--- config.mk ---
export PLATFORM = sky130hd
export DESIGN_NAME = rx_trig_fifo
export DESIGN_NICKNAME = d
export VERILOG_FILES = /design/src/rtl/rxf_pkg.sv /design/src/rtl/rxf_store.sv /design/src/rtl/rxf_trig.sv /design/src/rtl/rxf_ovr.sv /design/src/rtl/rx_trig_fifo.sv
export SDC_FILE = /design/constraint.sdc
export NUM_CORES = 1
export LEC_CHECK = 0
export BUFFER_PORTS_ARGS = -buffer_cell sky130_fd_sc_hd__buf_2
export CAP_MARGIN = 20
export CORE_ASPECT_RATIO = 0.7
export CORE_MARGIN = 2
export CORE_UTILIZATION = 35
export CTS_CLUSTER_SIZE = 30
export DETAILED_ROUTE_END_ITERATION = 6
export GPL_ROUTABILITY_DRIVEN = 0
export PLACE_DENSITY_LB_ADDON = 0.25
export SLEW_MARGIN = 20
export SYNTH_ARGS = -nofsm -noshare
export SYNTH_HDL_FRONTEND = slang
export SYNTH_HIERARCHICAL = 1
export SYNTH_SLANG_ARGS = --single-unit
--- constraint.sdc ---
create_clock -name clk -period 7.83 [get_ports clk]
set_input_delay 1.1745 -clock clk [delete_from_list [all_inputs] [get_ports clk]]
set_output_delay 1.1745 -clock clk [all_outputs]
set_load 0.02 [all_outputs]
--- src/rtl/rxf_pkg.sv ---
package rxf_pkg;

  typedef enum logic [1:0] {
    TRIG_ONE     = 2'b00,
    TRIG_QUARTER = 2'b01,
    TRIG_HALF    = 2'b10,
    TRIG_NEAR    = 2'b11
  } trig_sel_e;

  // Trigger thresholds scaled from the depth: 1, depth/4, depth/2, depth-2
  function automatic int trig_level(input logic [1:0] sel, input int depth);
    case (trig_sel_e'(sel))
      TRIG_ONE:     return 1;
      TRIG_QUARTER: return depth / 4;
      TRIG_HALF:    return depth / 2;
      default:      return depth - 2;
    endcase
  endfunction

endpackage

--- src/rtl/rxf_store.sv ---
module rxf_store #(
  parameter int W     = 8,
  parameter int DEPTH = 16,
  localparam int AW   = $clog2(DEPTH),
  localparam int CW   = $clog2(DEPTH + 1)
) (
  input  logic          clk,
  input  logic          rst_n,
  input  logic          wr_valid,
  input  logic [W-1:0]  wr_data,
  input  logic          rd_pop,
  output logic [W-1:0]  rd_data,
  output logic [CW-1:0] count,
  output logic          drop
);

  logic [W-1:0]  mem [DEPTH];
  logic [AW-1:0] wr_ptr, rd_ptr;
  logic          is_full, is_empty, do_rd, do_wr;

  assign is_full  = (count == CW'(DEPTH));
  assign is_empty = (count == '0);
  assign do_rd    = rd_pop && !is_empty;
  assign do_wr    = wr_valid && (!is_full || do_rd);
  assign drop     = wr_valid && !do_wr;
  assign rd_data  = mem[rd_ptr];

  always_ff @(posedge clk) begin
    if (do_wr) mem[wr_ptr] <= wr_data;
  end

  always_ff @(posedge clk) begin
    if (!rst_n) begin
      wr_ptr <= '0;
      rd_ptr <= '0;
      count  <= '0;
    end else begin
      if (do_wr) wr_ptr <= (wr_ptr == AW'(DEPTH - 1)) ? '0 : wr_ptr + 1'b1;
      if (do_rd) rd_ptr <= (rd_ptr == AW'(DEPTH - 1)) ? '0 : rd_ptr + 1'b1;
      count <= count + CW'(do_wr) - CW'(do_rd);
    end
  end

endmodule

--- src/rtl/rxf_trig.sv ---
module rxf_trig #(
  parameter int DEPTH = 16,
  localparam int CW   = $clog2(DEPTH + 1)
) (
  input  logic          clk,
  input  logic          rst_n,
  input  logic [CW-1:0] count,
  input  logic [1:0]    trig_sel,
  output logic          irq
);

  logic [CW-1:0] thr;

  assign thr = CW'(rxf_pkg::trig_level(trig_sel, DEPTH));

  always_ff @(posedge clk) begin
    if (!rst_n) irq <= 1'b0;
    else        irq <= (count >= thr);
  end

endmodule

--- src/rtl/rxf_ovr.sv ---
module rxf_ovr (
  input  logic clk,
  input  logic rst_n,
  input  logic drop,
  input  logic clr,
  output logic flag
);

  always_ff @(posedge clk) begin
    if (!rst_n)    flag <= 1'b0;
    else if (drop) flag <= 1'b1;   // a new drop wins over a clear
    else if (clr)  flag <= 1'b0;
  end

endmodule

--- src/rtl/rx_trig_fifo.sv ---
module rx_trig_fifo #(
  parameter int W     = 8,
  parameter int DEPTH = 16,
  localparam int CW   = $clog2(DEPTH + 1)
) (
  input  logic          clk,
  input  logic          rst_n,
  input  logic          wr_valid,
  input  logic [W-1:0]  wr_data,
  input  logic          rd_pop,
  input  logic [1:0]    trig_sel,
  input  logic          ovr_clr,
  output logic [W-1:0]  rd_data,
  output logic [CW-1:0] level,
  output logic          empty,
  output logic          full,
  output logic          irq,
  output logic          overrun
);

  logic drop;

  rxf_store #(.W(W), .DEPTH(DEPTH)) i_store (
    .clk(clk), .rst_n(rst_n), .wr_valid(wr_valid), .wr_data(wr_data),
    .rd_pop(rd_pop), .rd_data(rd_data), .count(level), .drop(drop)
  );

  rxf_trig #(.DEPTH(DEPTH)) i_trig (
    .clk(clk), .rst_n(rst_n), .count(level), .trig_sel(trig_sel), .irq(irq)
  );

  rxf_ovr i_ovr (
    .clk(clk), .rst_n(rst_n), .drop(drop), .clr(ovr_clr), .flag(overrun)
  );

  assign empty = (level == '0);
  assign full  = (level == CW'(DEPTH));

endmodule

Word level (Yosys, flattened, before mapping)
Memories as Yosys holds them, arrays and structs flattened. A register that Yosys moved wholly into a read port is not among the register bits. Index checks and enable logic that the tools add are counted.

Register bits after elaboration: 15. Bits in latches: 0. RAM bits: 128. ROM bits: 0. Input port bits: 15. Output and inout bits: 17. Logic and storage cells: 35. Memories kept: 1.

Add/subtract/negate cells: 4. Multiply operators: 0. Div/mod/pow operators: 0. $lt $le $gt $ge: 1. Equal/unequal tests: 5. Shifts and indexed selects: 0. Muxes and demuxes: 9. Bitwise operators: 0. Reductions and logical operators: 10.

Memory list: i_store.mem (depth 16, width 8, read ports 1, clocked after Yosys merged registers in 1, wr ports 1, line rxf_store.sv:17) `logic [W-1:0] mem [DEPTH];`.

Operator list (number): 4-bit 2-to-1 mux (4); 4-bit one-hot mux with 3 select lines (1); 4-bit by 1-bit adder with 4-bit output (second input constant) (2); 4-bit equality test (second input constant) (2); 5-bit by 1-bit adder with 5-bit output (1); 5-bit equality test (second input constant) (1); 5-bit by 4-bit greater-or-equal comparator with 1-bit output (1); 5-bit zero test (1); 5-bit by 1-bit subtractor with 5-bit output (1); 1-bit 2-to-1 mux (4); 1-bit logical AND (3); 1-bit zero test (3); 2-bit by 1-bit equality test with 1-bit output (second input constant) (1); 2-bit equality test (second input constant) (1); 2-bit zero test (1); 2-bit nonzero test (1); 1-bit logical OR (1).

Longest topological paths before layout
Gate-level depths: netlist (run 1).

Word-level depth: 8. Gate-level depth with buffers: 13. Depth with buffers taken out: 13.

Modules after synthesis
Netlist (run 1), hierarchy kept.

Modules (own cells, without submodules): rxf_store (times used 1, cells each 308, area each 5850.6 um^2, seq. area each 4184.0 um^2); rxf_trig (times used 1, cells each 16, area each 128.9 um^2, seq. area each 20.0 um^2); rxf_ovr (times used 1, cells each 3, area each 41.3 um^2, seq. area each 20.0 um^2); rx_trig_fifo (times used 1, cells each 4, area each 22.5 um^2, seq. area each 0.0 um^2).

Least setup slack after synthesis (run 1)
Ideal clock, no wire load.

Path kind: input-to-reg. From: input port rd_pop. To: register i_store.count[4]. Setup time: 0.116 ns. Arrival time: 3.093 ns. Required time: 7.714 ns. Path slack: 4.622 ns. Stages: 11. Path buffers: 1. Cells stage by stage: nand2b_1 -> o21ai_4 -> buf_6 -> ha_1 -> inv_1 -> ha_1 -> fa_1 -> a21oi_1 -> nor2_1 -> or3_1 -> and3_1.

Word-level cells in the longest chain between the ends: 5.

Ends and longest elaborated chain: start: declaration (line rx_trig_fifo.sv:10) `input logic rd_pop,`; 1-bit logical AND (*) (line rxf_store.sv:23) `assign do_rd = rd_pop && !is_empty;`; 1-bit logical OR (line rxf_store.sv:24) `assign do_wr = wr_valid && (!is_full || do_rd);`; 1-bit logical AND (line rxf_store.sv:24); 5-bit by 1-bit adder with 5-bit output (line rxf_store.sv:40) `count <= count + CW'(do_wr) - CW'(do_rd);`; 5-bit by 1-bit subtractor with 5-bit output (*) (line rxf_store.sv:40); end signal: assignment (line rxf_store.sv:40); end: declaration (line rxf_store.sv:13) `output logic [CW-1:0] count,`.

Every way passes the cells marked *; elsewhere a longest branch is shown, timed or not. A chain may end at the register's enable or synchronous reset.

==> key figures, run 1 <==
Finish
  – P&R area growth vs syn: 16.65%
  – Commonest non-fill, non-tap cells in the layout: 128 x edfxtp_1, 31 x buf_2, 18 x dfxtp_1, 18 x mux4_2, 18 x nand2_1
  – Nets: about 400
  – Layout cells sized above 1: about a quarter
  – Most common cell after layout, fill and taps aside: edfxtp_1
  – Final Cell Area: just over 7000 um^2
  – Antenna Cells: 0
  – Non-filler cells, final: between 600 and 700

STA
  – RSZ-0062 raised after global routing: false
  – Fin. Hold Viols: 0
  – Fin crit share: between 40% and 50%
  – Clk_skew: around 17 ps
  – Worst slew margin: 41.70%
  – Fin crit period: about 3600 ps
  – TNS Setup: 0 ps
  – Final setup violation count: 0
  – Max-slew violations: 0
  – Worst slew pin tran: 872.7 ps
  – Fmax: 281.2 MHz
  – Hold WS: about 540 ps

Power and ir drop
  – Max VDD drop: between 0.1 and 0.15 mV
  – Pwr/cell area: around 300 nW/um^2
  – Static Leak: around 2.4 nW

GRT
  – Most Crowded Layer GR: met1
  – Vias in the first global route: 3179
  – First-pass GRT wire length: ~19 mm
  – GRT Overall Usage: 14.29%
  – GR met2 Demand/Resource: between 20% and 30%
  – Grt total ovfl: 0
  – Routing usage on met1: between 20% and 30%
  – GRT met3 Usage: under 10%
  – Pin count of the biggest net entering global routing: 33
  – Initial antenna violation count: 1

Yosys
  – Mean Syn Cell Area: approximately 18 um^2
  – Synth warnings: 6
  – Yosys reg bits: ~150
  – Cells after Synth: approximately 330
  – Syn_nets: between 300 and 400
  – Sequential share of the synthesized area: about 70%
  – Unique masters post-synth: between 40 and 50
  – Ys flop type: edfxtp_1
  – Ys async rst share: 0%
  – Post-synth EDFFs: 128
  – Synthesized area: 6043 um^2

Critical path
  – Kind of cell adding the most delay to the critical path: flip-flops
  – Crit Path Max Fanout: 32
  – Worst path required time: about 6700 ps
  – Worst EP arrival: 2380 ps
  – WS Path Type: flip-flop to output pin
  – Worst stage delay on the critical path: a little under 800 ps
  – Crit path cell chain: mux4_1 -> a22oi_1 -> nand2_1 -> buf_2
  – CP Buf/Inv Count: 1
  – Startpoint types: flip-flop
  – CP endpoint kind: output pin
  – Slowest CP cell: dfxtp_4

Detailed routing
  – Pre-Repair DR Iteration Count: 4
  – Routed WL: 12.31 mm
  – Avg Vias per Cell: between 4 and 5
  – WL/cell: about 20 um
  – Vias after detailed routing: around 3100
  – # DRC: 0
  – DRT antenna net count: 0
  – Initial DRC Count: between 300 and 400

Floorplan
  – CORE AREA: 17020 um^2
  – IO Count: 32
  – # rows: 40
  – Starting Density: a little over a third
  – Die Y: around 110 um
  – Die Wd: between 150 and 200 um
  – Die area: between 15000 and 20000 um^2

Clock tree
  – Post-CTS Repair Setup Buffers: 0
  – Clk_lat worst skew: around 400 ps
  – Clk buf depth: 2
  – Hold_buf cts: 0
  – Number of buffers created by CTS: 17
  – Max H-tree Level: 4
  – CTS tree: yes
  – Clk sinks: ~150
  – Clk slew on worst S/H paths: about 60 ps
  – Root buffer cell: clkbuf_16
  – Post_cts resized: 0

Flow run
  – Maxcap violations: 0

Place
  – Post-DP Area: 6440 um^2
  – DPL Wire Length: between 8 and 9 mm
  – Port Buffers: 31
  – Placed Cells: 584

Run status
  – Outcome: finished, final reports clean

Min path
  – Hold crit path type: flip-flop to flip-flop
power breakdown:
part | internal, W | total (W) | switching, W
registers | 0.000886 | 0.000941 | 0.0000546
logic | 0.000183 | 0.000383 | 0.000200
clock network | 0.000504 | 0.000824 | 0.000320
cells by family after synthesis:
family | after synthesis | synth area share (%)
adder cells (fa/ha/maj) | 16 | 3.437
AO/OA/AOI/OAI | 39 | 4.845
XOR/XNOR | 3 | 0.4349
multiplexers | 34 | 13.13
flip-flops | 147 | 69.90
buffers and inverters | 29 | 2.505
AND/OR/NAND/NOR | 63 | 5.756
sequential cells by signal (all words and copies together) (netlist names), named ones only:
| register | flops |
|---|---|
| i_store/wr_ptr | 4 |
| i_store/count | 5 |
| i_ovr/flag | 1 |
| i_store/mem | 128 |
| i_store/rd_ptr | 4 |
| i_trig/irq | 1 |
metrics by stage:
stage          util [%]  worst slack [ps]  total power [W]
3_5_place_dp      37.85              4277         0.001345
3_3_place_gp      37.85              4326         0.001335
6_report          41.43              4273         0.002148
2_1_floorplan         -              4622         0.001241
4_1_cts           41.41              3871         0.002169
5_1_grt           41.43              4163         0.002244
routing by layer:
metal	share of wire [%]	up-vias
li1	-	1406
met5	0.11	-
met1	48	1572
met4	0.67	2
met2	44	75
met3	6.4	8
path summary, 6_finish.rpt:
| kind | startpoint | to | slack, ps | depth (start not counted) |
|---|---|---|---|---|
| min | i_store/rd_ptr[1] | i_store/rd_ptr[1] | 540 | 2 |
| max | flip-flop | rd_data[4] | 4270 | 4 |
| min reg2reg | i_store/rd_ptr[1] | i_store/rd_ptr[1] | 540 | 2 |
| max reg2reg | i_store/count[2] | i_store/count[4] | 4690 | 13 |
synth_stat cells, types with 3 or more instances:
cell	count	area, um^2
mux4_1	14	367.9
dfxtp_1	19	380.4
buf_6	3	33.78
ha_1	15	187.7
a21boi_0	3	22.52
buf_1	4	15.01
edfxtp_1	128	3844
mux4_2	18	405.4
inv_1	16	60.06
nor2_1	7	26.28
and2_1	14	87.58
and3_1	6	37.54
nand2_1	18	67.56
a22oi_1	16	120.1
clkbuf_1	4	15.01
nor2b_1	4	25.02
nor3_1	4	20.02
a21oi_1	6	30.03
area by class of cell:
class	instances	area (um^2)
clock buffers	17	425.4
clock inverters	15	181.4
fillers	1525	9967
inverters	16	60.06
multi-input cells	155	1680
flip-flops and latches	147	4228
well taps	231	289.0
repair buffers	35	185.2
worst register-to-register path, delay by kind of cell, from the launching register on:
| family | cells | cell delay (ps) |
|---|---|---|
| AOI/OAI and AO/OA | 2 | 360 |
| adders and majority gates | 4 | 1040 |
| buffers and inverters | 3 | 290 |
| DFF | 1 | 360 |
| and+or+nand+nor | 4 | 990 |
Note: power is estimated with default switching activity, not from simulation.
==> run 2, diff against run 1 <==
==> constraint.sdc (replaced) <==
create_clock -name clk -period 3 [get_ports clk]
set_input_delay 0.45 -clock clk [delete_from_list [all_inputs] [get_ports clk]]
set_output_delay 0.45 -clock clk [all_outputs]
set_load 0.02 [all_outputs]
==> run 2 against run 1 <==
Non-clock buffer count grew 9. Count of clock-buffer cells in the layout is the same. Flip-flop and latch count is the same. Sequential power grew to 2.5 times the previous value. Critical path depth grew 9. Combinational power grew to 3.1 times the previous value. Worst setup slack lost 4100 ps. Wire length grew 0.20%. Register-to-register slack lost 4600 ps. Critical path type is now flip-flop to flip-flop. Largest cell class unchanged. Largest power group unchanged.
==> key figures, run 2 (synthesis gave the netlist of run 1 again) <==
Run status
  – Outcome: finished, final reports clean

STA
  – TNS Setup: 0 ps (unchanged)
  – Max-slew violations: 0 (unchanged)
  – Clk_skew: 9.146 ps (-8.172 ps)
  – Fin crit period: approximately 2900 ps
  – Worst slew margin: 51.17% (+9.5 points)
  – Worst slew pin tran: 731.0 ps (-141.8 ps)
  – Fmax: between 300 and 400 MHz
  – Final setup violation count: 0 (unchanged)
  – Fin crit share: about 96%
  – Fin. Hold Viols: 0 (unchanged)
  – Worst path setup slack after routing: 131.6 ps (-4142 ps)

Critical path
  – WP depth: 13 (+9)
  – WS Path Type: flip-flop to flip-flop
  – Startpoint types: flip-flop
  – R2R Setup Slk: 130 ps (-4560 ps)
  – Worst path required time: 3310 ps (-3350 ps)
  – Slowest CP cell: fa_2
  – Worst reg2reg path depth: 13 (unchanged)
  – Kind of cell adding the most delay to the critical path: adder cells
  – R2r endpoint: i_store/count[4]
  – Crit path cell chain: inv_1 -> ha_1 -> or3b_4 -> o21ai_2 -> inv_2 -> ha_1 -> inv_1 -> ha_2 -> fa_2 -> a21oi_2 -> nor2_1 -> or3_1 -> and3_1
  – CP endpoint kind: flip-flop
  – Worst EP arrival: 3180 ps (+800 ps)
  – Worst stage delay on the critical path: 410 ps (-360 ps)
  – FF-to-FF Start: i_store/count[3]
  – CP Buf/Inv Count: 3 (+2)
  – Crit Path Max Fanout: 3 (-91%)

Place
  – Place WS: 65.54 ps (-4212 ps)
  – Port Buffers: 31 (unchanged)
  – DPL Wire Length: 8.002 mm (-0.88%)

Min path
  – Min-delay src: ovr_clr
  – Hold Crit Depth: 3 (+1)
  – WHS Endpoint: i_ovr/flag
  – Hold crit path type: input port to flip-flop

Floorplan
  – Die Wd: 161.1 um (unchanged)
  – Die Y: 113.9 um (unchanged)
  – Starting Density: 35.51% (unchanged)
  – IO Count: 32 (unchanged)
  – Die area: 18350 um^2 (unchanged)
  – # rows: 40 (unchanged)
  – CORE AREA: 17020 um^2 (unchanged)

Detailed routing
  – Routed WL: 12.33 mm (+0.20%)
  – Pre-Repair DR Iteration Count: 5 (+1)
  – Initial DRC Count: 213 (-33%)
  – WL/cell: 19.70 um (-1.4%)
  – Avg Vias per Cell: 4.904 (-1.4%)
  – Vias after detailed routing: 3070 (+0.23%)
  – # DRC: 0 (unchanged)
  – DRT antenna net count: 0 (unchanged)

Clock tree
  – Max H-tree Level: 4 (unchanged)
  – Clk_lat worst skew: 420 ps (about the same)
  – CTS tree: yes
  – Number of buffers created by CTS: 17 (unchanged)
  – Root buffer cell: clkbuf_16
  – Clk buf depth: 2 (unchanged)
  – Clk slew on worst S/H paths: 60 ps (about the same)
  – Hold_buf cts: 0 (unchanged)
  – Clk sinks: 147 (unchanged)

GRT
  – First-pass GRT wire length: 18.89 mm (about the same)
  – GRT Overall Usage: 14.38% (+0.083 points)
  – Pin count of the biggest net entering global routing: 33 (unchanged)
  – Vias in the first global route: 3265 (+2.7%)
  – Grt total ovfl: 0 (unchanged)
  – Initial antenna violation count: 1 (unchanged)

Power and ir drop
  – Max VDD drop: 0.4212 mV (+210%)
  – Pwr/cell area: 786.4 nW/um^2 (+160%)
  – Static Leak: 2.456 nW (+1.6%)
  – Total power: 0.005587 W (+160%)

Finish
  – Layout cells sized above 1: 27.16% (+3.3 points)
  – Largest regs: i_store/mem (128), i_store/count (5)
  – P&R area growth vs syn: 17.56%
  – Max reg flops: 128 (unchanged)
  – Commonest non-fill, non-tap cells in the layout: 128 x edfxtp_1, 31 x buf_2, 18 x dfxtp_1, 18 x mux4_2, 18 x nand2_1
  – Most flop-heavy register: i_store/mem
  – FILL cells: 1549 (+1.6%)
  – Most common cell after layout, fill and taps aside: edfxtp_1
  – Nets: 412 (+2.2%)

Flow run
  – Maxcap violations: 0 (unchanged)
-- run 2: cell count changes in the layout (fill, tap and decap cells not counted), moves of 2 or more --
cell        previous run  this run
inv_1                 16        14
inv_8                  0         2
inv_6                  3         5
inv_2                  0         2
buf_4                  4        12
clkinvlp_4             4         2
bufinv_16              3         1
-- run 2: worst register-to-register path, delay by kind of cell, from the launching register on --
kind | cells | cell delay (ps)
adder cells (fa/ha/maj) | 4 | 1000
AND/OR/NAND/NOR | 4 | 970
flip-flops | 1 | 320
AO/OA/AOI/OAI | 2 | 290
buffers and inverters | 3 | 170
-- run 2: per-layer routing --
metal	GRT usage [%]	share of wire (%)	vias to the layer above
li1	-	-	1433
met1	21.13	51	1588
met2	20.74	44	43
met3	3.418	4.4	6
met4	5.536	0.57	0
met5	0	0	-
-- run 2: where the power goes --
part | internal (W) | switching (W) | total, W
clock network | 0.00116 | 0.000873 | 0.00204
registers | 0.00231 | 0.0000673 | 0.00238
logic | 0.000550 | 0.000621 | 0.00117
-- run 2: worst max path at each step --
stage                startpoint          endpoint  slack (ps)
6_report       i_store/count[3]  i_store/count[4]         130
5_1_grt        i_store/count[3]  i_store/count[4]         -10
4_1_cts        i_store/count[2]  i_store/count[4]          50
3_5_place_dp   i_store/count[2]  i_store/count[4]          70
3_3_place_gp   i_store/count[3]  i_store/count[4]         120
2_1_floorplan  i_store/count[3]  i_store/count[4]          50
-- run 2: repair_timing --
action                     in CTS  in global routing
setup endpoints to repair       0                  1
resized for setup               0                  5
setup buffers                   0                  3
-- run 2: per-stage QoR --
stage / hold WS, ps / instances / instance area [um^2] / util (%)
floorplan: 475.5 / 331 / 6043 / -
finish: 366.7 / 626 / 7104 / 41.75
CTS: 349.0 / 622 / 7071 / 41.55
global route: 353.5 / 625 / 7102 / 41.74
detailed placement: 520.4 / 590 / 6497 / 38.18
global placement: 507.6 / 590 / 6497 / 38.18
-- run 2: final cells by class --
class,instances,area (um^2),area share (%)
Clock buffer,17,425.4,5.988
Inverter,16,60.06,0.8454
Clock inverter,15,147.6,2.078
Sequential cell,147,4225,59.48
Multi-Input combinational cell,155,1689,23.78
Antenna cell,1,2.502,0.03522
Timing Repair Buffer,44,265.3,3.734
Tap cell,231,289.0,4.068
